File: config.mk
export PLATFORM = sky130hd
export DESIGN_NAME = dmem_sync32
export DESIGN_NICKNAME = d
export VERILOG_FILES = /design/src/rtl/dmem_pkg.sv /design/src/rtl/dmem_ctrl.sv /design/src/rtl/dmem_array.sv /design/src/rtl/dmem_rdreg.sv /design/src/rtl/dmem_sync32.sv
export SDC_FILE = /design/constraint.sdc
export NUM_CORES = 1
export LEC_CHECK = 0
export BUFFER_PORTS_ARGS = -buffer_cell sky130_fd_sc_hd__buf_4
export CORE_MARGIN = 3
export CORE_UTILIZATION = 50
export DETAILED_ROUTE_END_ITERATION = 16
export PLACE_DENSITY = 0.66
export RECOVER_POWER = 50
export SLEW_MARGIN = 20
export SYNTH_ARGS = -nofsm -noshare
export SYNTH_HDL_FRONTEND = slang
export SYNTH_SLANG_ARGS = --single-unit
File: constraint.sdc
create_clock -name clk -period 8.26 [get_ports clk]
set_input_delay 0.826 -clock clk [delete_from_list [all_inputs] [get_ports clk]]
set_output_delay 0.826 -clock clk [all_outputs]
set_load 0.02 [all_outputs]
File: src/rtl/dmem_pkg.sv
// Package: shared sizing and the request decode type for the data memory.
// Assumes DEPTH is a power of two so the index is a plain bit slice.
package dmem_pkg;
    localparam int unsigned DMEM_ADDR_W = 16;
    localparam int unsigned DMEM_DATA_W = 16;
    localparam int unsigned DMEM_DEPTH  = 32;

    // Which action one clock edge performs.
    typedef enum logic [1:0] {
        DMEM_OP_IDLE  = 2'd0,
        DMEM_OP_READ  = 2'd1,
        DMEM_OP_WRITE = 2'd2
    } dmem_op_e;
endpackage

File: src/rtl/dmem_ctrl.sv
// Module: dmem_ctrl
// Turns the two request enables into one action per edge.
// A write always beats a read.
// Assumes the enables are stable around the rising edge.
module dmem_ctrl
    import dmem_pkg::*;
(
    input  logic wr_en,
    input  logic rd_en,
    output logic wr_fire,
    output logic rd_fire
);
    dmem_op_e op;

    // Priority decode: write first, then read, else idle.
    always_comb begin
        if (wr_en)      op = DMEM_OP_WRITE;
        else if (rd_en) op = DMEM_OP_READ;
        else            op = DMEM_OP_IDLE;
    end

    // Expand the chosen action into strobes.
    always_comb begin
        wr_fire = (op == DMEM_OP_WRITE);
        rd_fire = (op == DMEM_OP_READ);
    end
endmodule

File: src/rtl/dmem_array.sv
// Module: dmem_array
// Register-based word storage with one write port and one combinational read tap.
// Contents are never reset.
// Assumes idx is already reduced to the index width.
module dmem_array #(
    parameter int unsigned DATA_W = 16,
    parameter int unsigned DEPTH  = 32,
    localparam int unsigned IDX_W = $clog2(DEPTH)
) (
    input  logic              clk,
    input  logic              wr_fire,
    input  logic [IDX_W-1:0]  idx,
    input  logic [DATA_W-1:0] wdata,
    output logic [DATA_W-1:0] rword
);
    logic [DATA_W-1:0] words [DEPTH];
    logic [DEPTH-1:0]  row_sel;

    // One-hot row select, one comparator per word.
    for (genvar g = 0; g < DEPTH; g++) begin : g_row_sel
        assign row_sel[g] = (idx == IDX_W'(g));
    end

    // Store the write data into the selected word on the edge.
    always_ff @(posedge clk) begin
        for (int r = 0; r < DEPTH; r++) begin
            if (wr_fire && row_sel[r]) words[r] <= wdata;
        end
    end

    // Read tap that feeds the output register.
    always_comb rword = words[idx];
endmodule

File: src/rtl/dmem_rdreg.sv
// Module: dmem_rdreg
// Output register of the read path.
// Loads only on a granted read and holds otherwise.
// Assumes a synchronous active-low reset.
module dmem_rdreg #(
    parameter int unsigned DATA_W = 16
) (
    input  logic              clk,
    input  logic              rst_n,
    input  logic              rd_fire,
    input  logic [DATA_W-1:0] rword,
    output logic [DATA_W-1:0] q
);
    // Capture the tapped word on a granted read; clear on reset.
    always_ff @(posedge clk) begin
        if (!rst_n)       q <= '0;
        else if (rd_fire) q <= rword;
    end
endmodule

File: src/rtl/dmem_sync32.sv
// Module: dmem_sync32 (top)
// Clocked 32x16 data memory with a registered, enable-gated read and write priority.
// Decodes only the low index bits of the address.
module dmem_sync32
    import dmem_pkg::*;
#(
    parameter int unsigned ADDR_W = DMEM_ADDR_W,
    parameter int unsigned DATA_W = DMEM_DATA_W,
    parameter int unsigned DEPTH  = DMEM_DEPTH,
    localparam int unsigned IDX_W = $clog2(DEPTH)
) (
    input  logic              clk,
    input  logic              rst_n,
    input  logic [ADDR_W-1:0] addr,
    input  logic [DATA_W-1:0] wr_data,
    input  logic              wr_en,
    input  logic              rd_en,
    output logic [DATA_W-1:0] rd_data
);
    logic              wr_fire;
    logic              rd_fire;
    logic [IDX_W-1:0]  idx;
    logic [DATA_W-1:0] rword;

    // Word index: the low address bits only.
    always_comb idx = addr[IDX_W-1:0];

    dmem_ctrl u_ctrl (
        .wr_en   (wr_en),
        .rd_en   (rd_en),
        .wr_fire (wr_fire),
        .rd_fire (rd_fire)
    );

    dmem_array #(.DATA_W(DATA_W), .DEPTH(DEPTH)) u_array (
        .clk     (clk),
        .wr_fire (wr_fire),
        .idx     (idx),
        .wdata   (wr_data),
        .rword   (rword)
    );

    dmem_rdreg #(.DATA_W(DATA_W)) u_rdreg (
        .clk     (clk),
        .rst_n   (rst_n),
        .rd_fire (rd_fire),
        .rword   (rword),
        .q       (rd_data)
    );
endmodule

==> results.md <==
* Die ar. at 43500 um2
* Pwr Density at 242 nW/um2
* Hold WC Path Type: flop to flop
* Layout Cells excl Fill at 1621
* Core area at 40200 um2
* Share of post-route cells with drive strength above 1 at 28.8%
* Hold endpoint: u_rdreg.q[11]$_SDFFE_PN0N_
* # fillers at 3022
* Unrepaired setup endpoints after global routing: false
* Commonest non-fill, non-tap cells in the layout: edfxtp_1, mux4_2, mux2_2, clkbuf_16, clkbuf_1
* Worst setup startpoint: addr[0]
* Netlist Area Pre-Place at 20500 um2
* Post-route ant nets at 0
* Max cap viols at 0
* CTS Hold Bufs at 0
* CTS H-Tree Depth at 2
* Worst setup margin at 5.13 ns
* Most common cell after layout, fill and taps aside: edfxtp_1
* IR drop worst, VDD at 0.000175 V
* Syn Area/Cell at 20.8 um2
* Drt first pass iters at 6
* Area Overhead vs Synth at 12.1%
* Reg-to-reg setup timing slack at 6.53 ns
* Clock sink count at 528
* Nature of the critical path startpoint: primary input
* Main synth FF type: edfxtp_1
* Status: finished, final reports clean
* Largest net degree at the start of global routing at 100
* Slew headroom at 3.57%
* First-pass GRT wire length at 65.5 mm
* Hold depth at 1
* Place WS at 4.43 ns
* Worst-Skew Late Latency at 0.58 ns
* Skew final at 0.00930 ns
* CTS buffer count at 53
* Final setup fails at 0
* Placer Congestion at 0.759
* Drc violations at 0
* Register area share after synthesis at 76.4%
* CTS Buffer Depth at 3
* IO Port Bufs at 40
* Syn nets at 1025
* Highest Clock Rate at 320 MHz
* CTS Root Cell: clkbuf_16
* Min cycle time layout at 3.13 ns
* Worst Setup End Kind: flop
* Ys Warns at 0
* WS Path Type: primary input to flop
* Via count at 9816
* Reg2Reg Launch Point: u_array.words[23][4]$_DFFE_PP_
* Clk slew on worst S/H paths at 0.06 ns
* Die H at 209 um
* HPWL after DPL at 24.8 mm
* Async set-reset flop share out of synthesis at 0%
* # nets final at 1093
* # rows at 73
* CTS tree: built
* Slew of the pin with the lowest slew margin at 1.45 ns
* Post-synth cell types at 37
* Worst R2R Path Depth at 4
* FF-to-FF End: u_rdreg.q[4]$_SDFFE_PN0N_
* I/O pins at 52
* Initial core utilization at 51.1%
* Leakage at 7.26 nW
* Cells after Synth at 989
* DP Cell Count at 1527
* Starting DRC count in detailed routing at 893
* Initial antenna violation count at 0
* Antenna diodes at 0
* Vias in the first global route at 10100
* Hold Vio Cnt, Final at 0
* Count of final max-slew check failures at 0
* Number of flops mapped to enable cells by yosys at 512
* Area of the multi-input gates at 4580 um2
* Post-CTS Repair Setup Buffers at 0
* Worst EP required at 8.46 ns
* Hold Crit Start: u_rdreg.q[11]$_SDFFE_PN0N_
* Fin crit share at 37.9%
* Total Routing Usage GR at 20.3%
* Die width at 209 um
* Total congestion overflow at 0
* Setup_tns at 0 ns
* Routed vias/inst at 6.06
* Final wirelength at 44.2 mm
* Post-CTS sizing at 0
* Worst Path Max Fanout at 43
* WL per Instance at 27.3 um
* Synthesized flop and latch total at 528
* CP arrival at 3.32 ns
* Storage element area at 15700 um2
==> routing by layer <==
metal / share of wire [%] / vias up / global-route usage, % / wire [um]
met5: 0 / - / 0 / 0
met4: 2.2 / 0 / 5.61 / 992
met3: 6.3 / 66 / 3.92 / 2800
met2: 50 / 311 / 34.1 / 22200
met1: 41 / 5194 / 27.7 / 18200
li1: - / 4245 / - / -
==> how the worst max path moves through the flow <==
stage / to / cells after the start
finish: u_array.words[31][12]$_DFFE_PP_ / 4
global placement: u_array.words[27][7]$_DFFE_PP_ / 4
CTS: u_array.words[27][12]$_DFFE_PP_ / 4
floorplan: u_array.words[16][0]$_DFFE_PP_ / 6
global route: u_array.words[31][12]$_DFFE_PP_ / 4
detailed placement: u_array.words[27][12]$_DFFE_PP_ / 4
==> sequential cells by signal, summed over array words and instances, names as in the netlist <==
name	flops
u_rdreg.q	16
u_array.words	512
==> layout make-up <==
type	instances	share of cell area (%)
well taps	525	2.85
flip-flops and latches	528	68.2
clock inverters	20	0.837
clock buffers	74	6.46
multi-input cells	405	19.9
repair buffers	69	1.81
==> where the power goes <==
group | internal, mW | switching [mW]
Combinational | 0.0940 | 0.163
Clock | 1.37 | 0.946
Sequential | 2.98 | 0.0114
Total | 4.44 | 1.12
==> cell families after synthesis <==
group	after synthesis	synth area share, %
AO/OA/AOI/OAI	96	3.69
buffers and inverters	56	1.86
flip-flops	528	76.4
multiplexers	208	15.7
AND/OR/NAND/NOR	101	2.38
==> Yosys cell counts (all sizes together), types with 3 or more instances <==
cell | count | area share (%)
edfxtp | 512 | 75
mux2 | 87 | 4.9
mux4 | 80 | 8.8
buf | 47 | 1.7
mux2i | 41 | 2.0
nand2 | 40 | 0.73
a21oi | 29 | 0.71
nor2 | 26 | 0.48
dfxtp | 16 | 1.6
o2111a | 16 | 0.88
a222oi | 13 | 0.63
o2111ai | 13 | 0.55
o211ai | 13 | 0.48
clkbuf | 9 | 0.16
nor3 | 9 | 0.22
o22ai | 6 | 0.18
nand2b | 4 | 0.12
nand3b | 4 | 0.15
a211oi | 3 | 0.18
and3b | 3 | 0.13
o21ai | 3 | 0.073
or2 | 3 | 0.091
or3b | 3 | 0.13
==> through the flow <==
step | power (mW) | area (um2) | hold slack, ns | utilization (%)
floorplan | 3.20 | 20500 | 0.653 | -
global placement | 3.30 | 21500 | 0.545 | 53.4
detailed placement | 3.31 | 21500 | 0.538 | 53.4
CTS | 5.61 | 23100 | 0.552 | 57.6
global route | 5.74 | 23000 | 0.571 | 57.3
finish | 5.56 | 23000 | 0.542 | 57.3
==> worst max-delay path, stage by stage <==
cell	delay [ns]
buf_4	0.33
buf_4	0.77
nand4_1	0.47
nor2_2	0.91
Power figures use the tool's default switching activity.
